==> src/rtl/lpw_pkg.sv <==
package lpw_pkg;

  typedef enum logic [1:0] {
    LPM_RUN  = 2'd0,
    LPM_WAIT = 2'd1,
    LPM_DOZE = 2'd2,
    LPM_STOP = 2'd3
  } lpm_e;

  typedef struct packed {
    logic per;
    logic sys;
    logic core;
  } clk_gates_t;

  // Clock enables that stay on in a given mode; deeper modes switch off more.
  function automatic clk_gates_t gates_for(input lpm_e m);
    clk_gates_t g;
    g.core = (m == LPM_RUN);
    g.sys  = (m == LPM_RUN) || (m == LPM_WAIT);
    g.per  = (m != LPM_STOP);
    return g;
  endfunction

  function automatic logic is_low_power(input lpm_e m);
    return m != LPM_RUN;
  endfunction

endpackage

==> src/rtl/lpw_cfg_regs.sv <==
module lpw_cfg_regs
  import lpw_pkg::*;
#(
  parameter int DATA_W = 8,
  parameter int LVL_W  = 3
) (
  input  logic              clk,
  input  logic              rst_n,
  input  logic              we,
  input  logic              sel,
  input  logic [DATA_W-1:0] wdata,
  output lpm_e              mode_sel,
  output logic              wake_en,
  output logic [LVL_W-1:0]  wake_thr
);

  localparam int EN_BIT = DATA_W - 1;

  lpm_e             mode_q;
  logic             en_q;
  logic [LVL_W-1:0] thr_q;

  logic wr_mode;
  logic wr_wake;

  assign wr_mode = we && !sel;
  assign wr_wake = we && sel;

  always_ff @(posedge clk) begin
    if (!rst_n) begin
      mode_q <= LPM_RUN;
    end else if (wr_mode) begin
      mode_q <= lpm_e'(wdata[1:0]);
    end
  end

  always_ff @(posedge clk) begin
    if (!rst_n) begin
      en_q  <= 1'b0;
      thr_q <= '0;
    end else if (wr_wake) begin
      en_q  <= wdata[EN_BIT];
      thr_q <= wdata[LVL_W-1:0];
    end
  end

  logic unused_wdata;
  assign unused_wdata = ^wdata[EN_BIT-1:LVL_W];

  assign mode_sel = mode_q;
  assign wake_en  = en_q;
  assign wake_thr = thr_q;

endmodule

==> src/rtl/lpw_level_eval.sv <==
module lpw_level_eval #(
  parameter int NUM_SRC = 8,
  parameter int LVL_W   = 3
) (
  input  logic                     armed,
  input  logic [LVL_W-1:0]         thr,
  input  logic [NUM_SRC*LVL_W-1:0] lvls,
  output logic [NUM_SRC-1:0]       src_hit,
  output logic                     hit
);

  localparam logic [LVL_W-1:0] TOP_LVL = {LVL_W{1'b1}};

  // A level qualifies when it is the top level or strictly above the threshold.
  function automatic logic qualifies(input logic [LVL_W-1:0] lvl,
                                     input logic [LVL_W-1:0] t);
    return (lvl == TOP_LVL) || (lvl > t);
  endfunction

  for (genvar s = 0; s < NUM_SRC; s++) begin : g_src
    logic [LVL_W-1:0] lvl;
    assign lvl        = lvls[s*LVL_W +: LVL_W];
    assign src_hit[s] = (lvl != '0) && qualifies(lvl, thr);
  end

  assign hit = armed && (|src_hit);

endmodule

==> src/rtl/lpw_mode_fsm.sv <==
module lpw_mode_fsm
  import lpw_pkg::*;
(
  input  logic clk,
  input  logic rst_n,
  input  logic halted,
  input  logic wake_en,
  input  lpm_e mode_sel,
  input  logic wake_hit,
  output lpm_e cur_mode,
  output logic enter_evt,
  output logic exit_evt
);

  lpm_e mode_q;
  lpm_e mode_d;

  assign enter_evt = !is_low_power(mode_q) && halted && wake_en && is_low_power(mode_sel);
  assign exit_evt  = is_low_power(mode_q) && wake_hit;

  always_comb begin
    mode_d = mode_q;
    if (enter_evt) begin
      mode_d = mode_sel;
    end else if (exit_evt) begin
      mode_d = LPM_RUN;
    end
  end

  always_ff @(posedge clk) begin
    if (!rst_n) begin
      mode_q <= LPM_RUN;
    end else begin
      mode_q <= mode_d;
    end
  end

  assign cur_mode = mode_q;

endmodule

==> src/rtl/lpw_clk_gates.sv <==
module lpw_clk_gates
  import lpw_pkg::*;
(
  input  lpm_e mode,
  output logic core_en,
  output logic sys_en,
  output logic per_en
);

  clk_gates_t g;

  assign g       = gates_for(mode);
  assign core_en = g.core;
  assign sys_en  = g.sys;
  assign per_en  = g.per;

endmodule

==> src/rtl/lpwake_ctrl.sv <==
module lpwake_ctrl
  import lpw_pkg::*;
#(
  parameter int NUM_SRC = 8,
  parameter int LVL_W   = 3,
  parameter int DATA_W  = 8
) (
  input  logic                     clk,
  input  logic                     rst_n,
  input  logic                     cfg_we,
  input  logic                     cfg_sel,
  input  logic [DATA_W-1:0]        cfg_wdata,
  input  logic                     cpu_halted,
  input  logic [NUM_SRC*LVL_W-1:0] irq_lvls,
  output logic                     core_clk_en,
  output logic                     sys_clk_en,
  output logic                     per_clk_en,
  output logic [1:0]               lp_mode,
  output logic                     wake_req
);

  lpm_e             mode_sel;
  logic             wake_en;
  logic [LVL_W-1:0] wake_thr;
  lpm_e             cur_mode;
  logic             armed;
  logic [NUM_SRC-1:0] src_hit;
  logic             wake_hit;
  logic             enter_evt;
  logic             exit_evt;

  lpw_cfg_regs #(.DATA_W(DATA_W), .LVL_W(LVL_W)) u_regs (
    .clk      (clk),
    .rst_n    (rst_n),
    .we       (cfg_we),
    .sel      (cfg_sel),
    .wdata    (cfg_wdata),
    .mode_sel (mode_sel),
    .wake_en  (wake_en),
    .wake_thr (wake_thr)
  );

  assign armed = is_low_power(cur_mode);

  lpw_level_eval #(.NUM_SRC(NUM_SRC), .LVL_W(LVL_W)) u_eval (
    .armed   (armed),
    .thr     (wake_thr),
    .lvls    (irq_lvls),
    .src_hit (src_hit),
    .hit     (wake_hit)
  );

  lpw_mode_fsm u_fsm (
    .clk       (clk),
    .rst_n     (rst_n),
    .halted    (cpu_halted),
    .wake_en   (wake_en),
    .mode_sel  (mode_sel),
    .wake_hit  (wake_hit),
    .cur_mode  (cur_mode),
    .enter_evt (enter_evt),
    .exit_evt  (exit_evt)
  );

  lpw_clk_gates u_gates (
    .mode    (cur_mode),
    .core_en (core_clk_en),
    .sys_en  (sys_clk_en),
    .per_en  (per_clk_en)
  );

  assign lp_mode  = cur_mode;
  assign wake_req = wake_hit;

endmodule

==> config.mk <==
export PLATFORM = sky130hd
export DESIGN_NAME = lpwake_ctrl
export DESIGN_NICKNAME = d
export VERILOG_FILES = /design/src/rtl/lpw_pkg.sv /design/src/rtl/lpw_cfg_regs.sv /design/src/rtl/lpw_level_eval.sv /design/src/rtl/lpw_mode_fsm.sv /design/src/rtl/lpw_clk_gates.sv /design/src/rtl/lpwake_ctrl.sv
export SDC_FILE = /design/constraint.sdc
export NUM_CORES = 1
export LEC_CHECK = 0
export BUFFER_PORTS_ARGS = -buffer_cell sky130_fd_sc_hd__buf_2
export CAP_MARGIN = 20
export CELL_PAD_IN_SITES_DETAIL_PLACEMENT = 0
export CELL_PAD_IN_SITES_GLOBAL_PLACEMENT = 1
export CORE_UTILIZATION = 34
export CTS_BUF_LIST = sky130_fd_sc_hd__clkbuf_2 sky130_fd_sc_hd__clkbuf_4 sky130_fd_sc_hd__clkbuf_8
export DETAILED_ROUTE_END_ITERATION = 8
export PLACE_DENSITY_LB_ADDON = 0.1
export SLEW_MARGIN = 20
export SYNTH_ARGS = -nofsm -noshare
export SYNTH_HDL_FRONTEND = slang
export SYNTH_SLANG_ARGS = --single-unit
==> constraint.sdc <==
create_clock -name clk -period 3 [get_ports clk]
set_clock_uncertainty 0.15 [all_clocks]
set_input_delay 0.6 -clock clk [delete_from_list [all_inputs] [get_ports clk]]
set_output_delay 0.6 -clock clk [all_outputs]
set_load 0.03 [all_outputs]
==> out/qor.csv, run 1 <==
metric,value,unit
status,completed,
final WL,2387,microns
mapped cell area,968.4,sq um
footprint of the multi-input gates,795.8,sq um
Final HPWL DP,2026,microns
routed via count,1063,
antenna violations before repair,0,
proportion of layout cells with a drive suffix above 1,29.94,%
Clock Latency Late Sink,0.25,ns
Max Root-Sink Buffers,2,
GRT Residual Overflow,0,
GP Congestion,0.7577,
num rows,18,
# placed instances,194,
unrepaired setup endpoints after global routing,no,
worst-margin pin slew,0.3554,ns
"Slew Viols, Final",0,
fin nets,230,
Syn Inst Count,124,
dominant cell type by area after synthesis,ha_1,
synth top area cells,"ha_1 (31%), dfxtp_1 (17%), nand2_1 (7.4%)",
"non-filler cells, final",197,
final hold slack,0.3189,ns
vias in the first global route,1033,
fin crit share,95.28,%
Max IR drop VDD,0.0002151,V
"CTS clk-pin slew, worst paths",0.05,ns
Tmin final,2.858,ns
r2r setup slk,0.93,ns
Inserted Diodes,0,
Mean Syn Cell Area,7.810,sq um
Area growth syn-to-layout,30.75,%
"Setup violations, final",0,
fill count,268,
clk sinks,8,
Max Clk Rate,349.9,MHz
cts hold-fix bufs,0,
Num CTS Buffers,3,
Pre-antenna DRT Iters,4,
register bit total from synthesis,8,
DRC viols,0,
Synth cell types,25,
CP Data Required Time,2.25,ns
syn nets,185,
top cell type's share of synthesized area,31.01,%
Max Cap Viol,0,
post-CTS setup repair buffer count,0,
most frequent cells in the layout,"buf_2 (38), ha_1 (22), nand2_1 (19)",
"Seq/Total Area, Yosys",16.54,%
Area after DPL,1211,sq um
dpl ws,0.01908,ns
Worst slew margin,76.01,%
die area,3066,sq um
first-pass GRT wire length,4312,microns
worst setup margin,0.1417,ns
Reg area,161.4,sq um
"commonest non-fill, non-tap cell in the layout",buf_2,
Design Power,0.3249,mW
H-tree lvl count,1,
Core Area,2590,sq um
Hold Path Class,reg2reg,
Global Route Usage Sum,17.08,%
reported leakage power,0.6101,nW
port bufs,38,
Initial Util,37.39,%
Final Instance Area,1266,sq um
power per cell area,256.6,nW/um^2
yosys warns,0,
Post-Route Setup TNS,0,ns
fin util,48.89,%
Final ANT Viol Nets,0,
routed length per instance,12.12,microns
critical path data arrival time,2.11,ns
CTS tree,built,
largest net degree at the start of global routing,10,
CP Max Fanout,3,
Crit. End Element,primary output,
root buffer cell,clkbuf_4,
Setup Crit Path Kind,in2out,
# IOs,43,
DR vias/cell,5.396,
Die W,55.37,microns
final hold violations,0,
CP Launch Type,input port,
Detailed Route Iter0 Violations,47,
Die H,55.37,microns
[power breakdown]
group	leakage [nW]	switching, mW	internal, mW
Combinational	0.531	0.0663	0.0618
Clock	0.0138	0.0371	0.0458
Sequential	0.0656	0.00368	0.110
[final timing paths]
path,start,to,depth (start not counted)
worst max register to register,u_regs.wake_thr[2],u_fsm.cur_mode[0],8
worst min register to register,u_regs.mode_sel[1],u_fsm.cur_mode[1],2
worst max-delay path,irq_lvls[20],wake_req,8
worst min-delay path,u_regs.mode_sel[1],u_fsm.cur_mode[1],2
[worst max-delay path, stage by stage]
cell,delay (ns)
buf_2,0.13
ha_4,0.24
a21oi_1,0.13
o21ai_1,0.08
a222oi_1,0.36
nand4_1,0.18
o22a_2,0.21
buf_2,0.17
[cell type report]
cell class                      count  area share, %
Clock buffer                        3          1.779
Inverter                           11          3.459
Multi-Input combinational cell    105          62.85
Sequential cell                     8          12.75
Tap cell                           30          2.964
Timing Repair Buffer               40          16.21
[metal layers]
layer / wire length, microns / track usage [%] / up-vias / share of wire (%)
met5: 0 / 0 / - / 0
met4: 8 / 3.214 / 0 / 0.34
met3: 98 / 3.513 / 2 / 4.1
met2: 1110 / 29.60 / 25 / 47
met1: 1170 / 21.84 / 481 / 49
li1: - / - / 555 / -
[flip-flops by register name (all words and copies together) (netlist names)]
register,cells
u_regs.mode_sel,2
u_regs.wake_thr,3
u_fsm.cur_mode,2
u_regs.wake_en,1
[Yosys cell counts]
cell and count:
ha_1 24, nand2_1 19, nand3_1 12, inv_1 11
dfxtp_1 8, a21oi_1 7, a21boi_0 4, a31oi_1 4
nor3_1 4, o21ai_0 4, o311ai_0 4, nand3b_1 3
nor2b_1 3, a311oi_1 2, and3_1 2, mux2i_1 2
nand4_1 2, o31ai_1 2, a222oi_1 1, and4_1 1
nand2b_1 1, nor2_1 1, o21a_1 1, o21ai_1 1
o22a_2 1
[repair_timing]
item	CTS	global route
pin swaps	0	2
cloned	0	0
endpoints found under the hold margin	0	0
gates resized for setup	1	6
endpoints found under the setup margin	1	1
[cells by family (layout without fill, tap and decap cells)]
family                   Yosys count  in the layout  synth area share (%)
multiplexers                       2              2                 2.067
adder cells (fa/ha/maj)           24             24                 31.01
AND/OR/NAND/NOR                   48             48                 24.42
flip-flops                         8              8                 16.54
buffers and inverters             11             54                 4.264
AO/OA/AOI/OAI                     31             31                 21.70
Power figures use the tool's default switching activity.
==> inputs of run 2 (changes only) <==
--- a/config.mk
+++ b/config.mk
@@ -9,9 +9,10 @@
 export CAP_MARGIN = 20
 export CELL_PAD_IN_SITES_DETAIL_PLACEMENT = 0
 export CELL_PAD_IN_SITES_GLOBAL_PLACEMENT = 1
-export CORE_UTILIZATION = 34
+export CORE_UTILIZATION = 30
 export CTS_BUF_LIST = sky130_fd_sc_hd__clkbuf_2 sky130_fd_sc_hd__clkbuf_4 sky130_fd_sc_hd__clkbuf_8
 export DETAILED_ROUTE_END_ITERATION = 8
+export GPL_TIMING_DRIVEN = 0
 export PLACE_DENSITY_LB_ADDON = 0.1
 export SLEW_MARGIN = 20
 export SYNTH_ARGS = -nofsm -noshare
==> constraint.sdc (replaced) <==
create_clock -name clk -period 2.6 [get_ports clk]
set_clock_uncertainty 0.15 [all_clocks]
set_input_delay 0.52 -clock clk [delete_from_list [all_inputs] [get_ports clk]]
set_output_delay 0.52 -clock clk [all_outputs]
set_load 0.03 [all_outputs]
==> run 2 against run 1 <==
  * The run now ends with setup timing left
  * Sequential share of layout area down 0.092 points
  * Via count down 0.38%
  * Clock power up 12%
  * Utilization down 5.8 points
  * Power up 16%
  * Wire length up 3.2%
  * Register-to-register slack worse by 0.36 ns
  * Critical path type is now reg2out
  * Highest routed layer is now met3
==> out/qor.csv, run 2 (same netlist as run 1, synthesis figures left out) <==
metric,value,unit,change
hold endpoint,u_fsm.cur_mode[0],,
critical path data arrival time,2.00,ns,-0.11 ns
CP Max Fanout,8,,+5
root buffer cell,clkbuf_4,,
fin util,43.07,%,-5.8 points
final hold violations,0,,unchanged
num rows,20,,+2
Max Clk Rate,373.9,MHz,
"non-filler cells, final",211,,+7.1%
unrepaired setup endpoints after global routing,yes,,
CP Launch Type,flop,,
r2r setup slk,0.57,ns,-0.36 ns
H-tree lvl count,1,,unchanged
Initial Util,31.72,%,-5.7 points
first-pass GRT wire length,4098,microns,-5.0%
CTS tree,built,,
Design Power,0.3766,mW,+16%
Inserted Diodes,0,,unchanged
# IOs,43,,unchanged
clk sinks,8,,unchanged
Final HPWL DP,2025,microns,about the same
fin crit share,102.9,%,
# placed instances,206,,+6.2%
routed via count,1059,,-0.38%
Die H,58.82,microns,+6.2%
Worst R2R Start,u_regs.wake_thr[2],,
Detailed Route Iter0 Violations,31,,-34%
Clock Latency Late Sink,0.25,ns,about the same
DR vias/cell,5.019,,-7.0%
worst setup margin,-0.07421,ns,-0.2159 ns
WHS Path Cells,2,,unchanged
Final Instance Area,1315,sq um,+3.9%
Max Root-Sink Buffers,2,,unchanged
"CTS clk-pin slew, worst paths",0.06,ns,about the same
proportion of layout cells with a drive suffix above 1,31.74,%,+1.8 points
port bufs,38,,unchanged
"Slew Viols, Final",0,,unchanged
Core Area,3053,sq um,+18%
"commonest non-fill, non-tap cell in the layout",buf_2,,
die area,3459,sq um,+13%
GP Congestion,0.6901,,-8.9%
worst-margin pin slew,0.4228,ns,+0.06744 ns
CP Data Required Time,1.93,ns,-0.32 ns
failing checks,setup timing,,
GRT Residual Overflow,0,,unchanged
Num CTS Buffers,3,,unchanged
Max Cap Viol,0,,unchanged
Area growth syn-to-layout,35.79,%,
DRC viols,0,,unchanged
fin nets,230,,unchanged
Setup Crit Path Kind,reg2out,,
Global Route Usage Sum,15.34,%,-1.7 points
Hold Path Class,reg2reg,,
Area after DPL,1214,sq um,+0.21%
Die W,58.82,microns,+6.2%
largest net degree at the start of global routing,10,,unchanged
final WL,2463,microns,+3.2%
Max IR drop VDD,0.0001625,V,-24%
hold path start,u_regs.mode_sel[0],,
power per cell area,286.4,nW/um^2,+12%
antenna violations before repair,0,,unchanged
R2R Path End,u_fsm.cur_mode[1],,
Crit. End Element,primary output,,
Pre-antenna DRT Iters,4,,unchanged
cts hold-fix bufs,0,,unchanged
dpl ws,-0.2475,ns,-0.2666 ns
status,"complete, but fails checks",,
r2r worst-path depth,8,,unchanged
Tmin final,2.674,ns,
reported leakage power,0.6146,nW,+0.74%
most frequent cells in the layout,"buf_2 (37), ha_1 (21), nand2_1 (19)",,
Worst slew margin,71.46,%,-4.6 points
Final ANT Viol Nets,0,,unchanged
vias in the first global route,949,,-8.1%
routed length per instance,11.67,microns,-3.7%
Largest register FFs,3,,unchanged
"Setup violations, final",1,,+1
## run 2: report_power, final
part / internal [mW] / switching [mW] / total (mW) / leakage (nW)
Combinational: 0.0733 / 0.0778 / 0.151 / 0.534
Clock: 0.0527 / 0.0403 / 0.0930 / 0.0138
Sequential: 0.127 / 0.00549 / 0.133 / 0.0668
Total: 0.253 / 0.124 / 0.377 / 0.615
## run 2: area by class of cell
class | count | area, sq um
Inverter | 11 | 51.30
Timing Repair Buffer | 40 | 211.5
Multi-Input combinational cell | 105 | 808.3
Clock buffer | 3 | 22.52
Tap cell | 44 | 55.05
Fill cell | 326 | 1738
Sequential cell | 8 | 166.4
## run 2: how the worst max path moves through the flow
stage                                   from        to  slack, ns  cells past startpoint
after floorplan                 irq_lvls[20]  wake_req       0.15                      6
after global placement          irq_lvls[20]  wake_req      -0.25                      8
after detailed placement        irq_lvls[20]  wake_req      -0.25                      8
after CTS                 u_regs.wake_thr[2]  wake_req      -0.14                      8
after global routing      u_regs.wake_thr[2]  wake_req      -0.25                      8
final                     u_regs.wake_thr[2]  wake_req      -0.07                      8
## run 2: per-stage QoR
| stage | setup TNS, ns | hold WS (ns) |
|---|---|---|
| final | -0.07421 | 0.3102 |
| after global routing | -0.2452 | 0.3424 |
| after CTS | -0.1391 | 0.3124 |
| after detailed placement | -0.2475 | 0.3015 |
| after global placement | -0.2522 | 0.3022 |
| after floorplan | 0 | 0.2748 |
## run 2: metal layers
| layer | global-route usage, % | routed length [microns] | up-vias |
|---|---|---|---|
| li1 | - | - | 560 |
| met1 | 20.93 | 1283 | 481 |
| met2 | 25.65 | 1116 | 18 |
| met3 | 3.516 | 63 | 0 |
| met4 | 1.020 | 0 | 0 |
| met5 | 0 | 0 | - |
## run 2: timing repair
action / 4_1_cts / 5_1_grt
setup endpoints to repair: 1 / 1
resized for setup: 14 / 2
setup buffers: 2 / 0
pin swaps: 5 / 3
## run 2: worst max-delay path: stages, from the launching register on
cell and delay [ns]:
dfxtp_4 0.37, inv_8 0.06, ha_4 0.24, a21oi_2 0.10
o21ai_1 0.07, a222oi_1 0.39, nand4_1 0.16, o22a_2 0.22
buf_6 0.14
==> inputs of run 3 (changes only) <==
--- a/config.mk
+++ b/config.mk
@@ -9,12 +9,14 @@
 export CAP_MARGIN = 20
 export CELL_PAD_IN_SITES_DETAIL_PLACEMENT = 0
 export CELL_PAD_IN_SITES_GLOBAL_PLACEMENT = 1
-export CORE_UTILIZATION = 30
+export CORE_UTILIZATION = 32
 export CTS_BUF_LIST = sky130_fd_sc_hd__clkbuf_2 sky130_fd_sc_hd__clkbuf_4 sky130_fd_sc_hd__clkbuf_8
 export DETAILED_ROUTE_END_ITERATION = 8
 export GPL_TIMING_DRIVEN = 0
 export PLACE_DENSITY_LB_ADDON = 0.1
+export SETUP_SLACK_MARGIN = 0.02
 export SLEW_MARGIN = 20
 export SYNTH_ARGS = -nofsm -noshare
 export SYNTH_HDL_FRONTEND = slang
+export SYNTH_HIERARCHICAL = 1
 export SYNTH_SLANG_ARGS = --single-unit
==> run 3 against run 2 <==
  * The run still ends with setup timing left
  * Combinational power rose by 32%
  * Non-clock buffer count rose by 3
  * Worst setup slack got worse by 0.12 ns
  * Area after synthesis rose by 11%
==> out/qor.csv, run 3 <==
metric,value,unit,change
# IOs,43,,unchanged
fin nets,242,,+5.2%
Area after DPL,1324,sq um,+9.1%
r2r setup slk,0.27,ns,-0.30 ns
proportion of layout cells with a drive suffix above 1,38.55,%,+6.8 points
Clock Latency Late Sink,0.25,ns,about the same
Pre-antenna DRT Iters,4,,unchanged
r2r worst-path depth,10,,+2
most frequent cells in the layout,"buf_2 (38), ha_1 (16), nand3_1 (14), nand2_1 (14), inv_1 (10)",,
mapped cell area,1071,sq um,+11%
Hold Path Class,reg2reg,,
Final Instance Area,1520,sq um,+16%
fin util,48.99,%,+5.9 points
worst-margin pin slew,0.2729,ns,-0.1499 ns
Mean Syn Cell Area,7.993,sq um,+2.3%
Design Power,0.4254,mW,+13%
num rows,20,,unchanged
vias in the first global route,1060,,+12%
H-tree lvl count,1,,unchanged
unrepaired setup endpoints after global routing,yes,,
yosys warns,6,,+6
CP Max Fanout,8,,unchanged
GP Congestion,0.6890,,-0.16%
fin crit share,107.5,%,+4.7 points
Worst path max stage delay,0.38,ns,about the same
status,"complete, but fails checks",,
Max Cap Viol,0,,unchanged
cts hold-fix bufs,0,,unchanged
"Critical Path, Cell by Cell",clkinv_8 -> ha_1 -> and3b_1 -> o211ai_1 -> o211ai_2 -> and3b_1 -> a41oi_2 -> buf_6,,
CP max-delay cell,dfxtp_4,,
WHS Path Cells,2,,unchanged
Worst slew margin,81.66,%,+10 points
Core Area,3103,sq um,+1.6%
power per cell area,279.9,nW/um^2,-2.3%
Crit. End Element,primary output,,
Syn Inst Count,134,,+8.1%
CTS tree,built,,
failing checks,setup timing,,
Buffers & Inverters on Critical Path,2,,unchanged
"Setup violations, final",1,,unchanged
final WL,2622,microns,+6.5%
hold endpoint,u_fsm/cur_mode[0],,
Tmin final,2.795,ns,+0.1209 ns
Detailed Route Iter0 Violations,51,,+65%
"commonest non-fill, non-tap cell in the layout",buf_2,,
port bufs,38,,unchanged
clk sinks,8,,unchanged
Largest register FFs,3,,unchanged
cell family with most CP delay,compound AO/OA/AOI/OAI gates,,
GRT Residual Overflow,0,,unchanged
Max Clk Rate,357.8,MHz,-4.3%
Global Route Usage Sum,15.33,%,about the same
largest net degree at the start of global routing,11,,+1
routed length per instance,11.76,microns,+0.73%
Inserted Diodes,0,,unchanged
antenna violations before repair,0,,unchanged
final hold violations,0,,unchanged
R2R Path End,u_fsm/cur_mode[1],,
Area growth syn-to-layout,41.94,%,
first-pass GRT wire length,4257,microns,+3.9%
syn nets,195,,+5.4%
Die H,59.85,microns,+1.8%
Final HPWL DP,2089,microns,+3.2%
DRC viols,0,,unchanged
Setup Crit Path Kind,reg2out,,
CP Launch Type,flop,,
critical path data arrival time,2.13,ns,+0.13 ns
"non-filler cells, final",223,,+5.7%
"Slew Viols, Final",0,,unchanged
Final ANT Viol Nets,0,,unchanged
DR vias/cell,5.063,,+0.87%
Die W,59.85,microns,+1.8%
die area,3582,sq um,+3.6%
dpl ws,-0.2689,ns,-0.02136 ns
hold path start,u_regs/mode_sel[0],,
Max IR drop VDD,0.0003329,V,+100%
worst setup margin,-0.1951,ns,-0.1209 ns
Num CTS Buffers,3,,unchanged
"CTS clk-pin slew, worst paths",0.05,ns,about the same
CP Data Required Time,1.93,ns,about the same
routed via count,1129,,+6.6%
root buffer cell,clkbuf_4,,
fill count,322,,-1.2%
# placed instances,216,,+4.9%
reported leakage power,0.6889,nW,+12%
Initial Util,34.52,%,+2.8 points
crit-path most repeated cell,and3b_1,,
Worst R2R Start,u_regs/wake_thr[1],,
Max Root-Sink Buffers,2,,unchanged
-- run 3: worst max path at each step --
stage | start | endpoint | slack, ns | cells past startpoint
final | u_regs/wake_thr[1] | wake_req | -0.20 | 8
after global routing | u_regs/wake_thr[1] | wake_req | -0.29 | 8
after CTS | u_regs/wake_thr[1] | wake_req | -0.22 | 8
after detailed placement | irq_lvls[23] | wake_req | -0.27 | 8
after global placement | irq_lvls[23] | wake_req | -0.24 | 8
after floorplan | irq_lvls[23] | wake_req | 0.07 | 6
-- run 3: tightest hold or removal path: cells and delay by family, from the launching register on --
kind	cells	cell delay, ns
flops	1	0.31
simple gates	1	0.06
compound gates	1	0.05
-- run 3: cell type report --
type | count | area, sq um | area share, %
multi-input combinational | 113 | 977.2 | 64.28
timing repair buffer | 42 | 226.5 | 14.90
sequential | 8 | 168.9 | 11.11
inverter | 12 | 65.06 | 4.280
tap | 44 | 55.05 | 3.621
clock buffer | 3 | 22.52 | 1.481
buffer | 1 | 5.005 | 0.3292
-- run 3: per-layer routing --
layer	GRT usage [%]	vias to the layer above	part of all wire [%]
met5	0	-	0
met2	28.10	23	49
met4	0	0	0
met1	19.12	505	47
li1	-	601	-
met3	3.680	0	4.3
-- run 3: power breakdown --
| part | total, mW | internal, mW | switching [mW] |
|---|---|---|---|
| Clock | 0.0912 | 0.0526 | 0.0386 |
| Sequential | 0.134 | 0.127 | 0.00708 |
| Combinational | 0.200 | 0.0999 | 0.100 |
-- run 3: metrics by stage --
step           setup TNS [ns]  hold slack (ns)
6_report              -0.1951           0.3139
3_3_place_gp          -0.2400           0.2952
3_5_place_dp          -0.2689           0.3021
5_1_grt               -0.2894           0.3351
2_1_floorplan               0           0.2786
4_1_cts               -0.2244           0.3054
-- run 3: timing repair --
item / CTS / global route
endpoints found under the setup margin: 1 / 1
pin swaps: 8 / 10
gates resized for setup: 20 / 12
cloned: 0 / 0
buffers inserted: 2 / 2
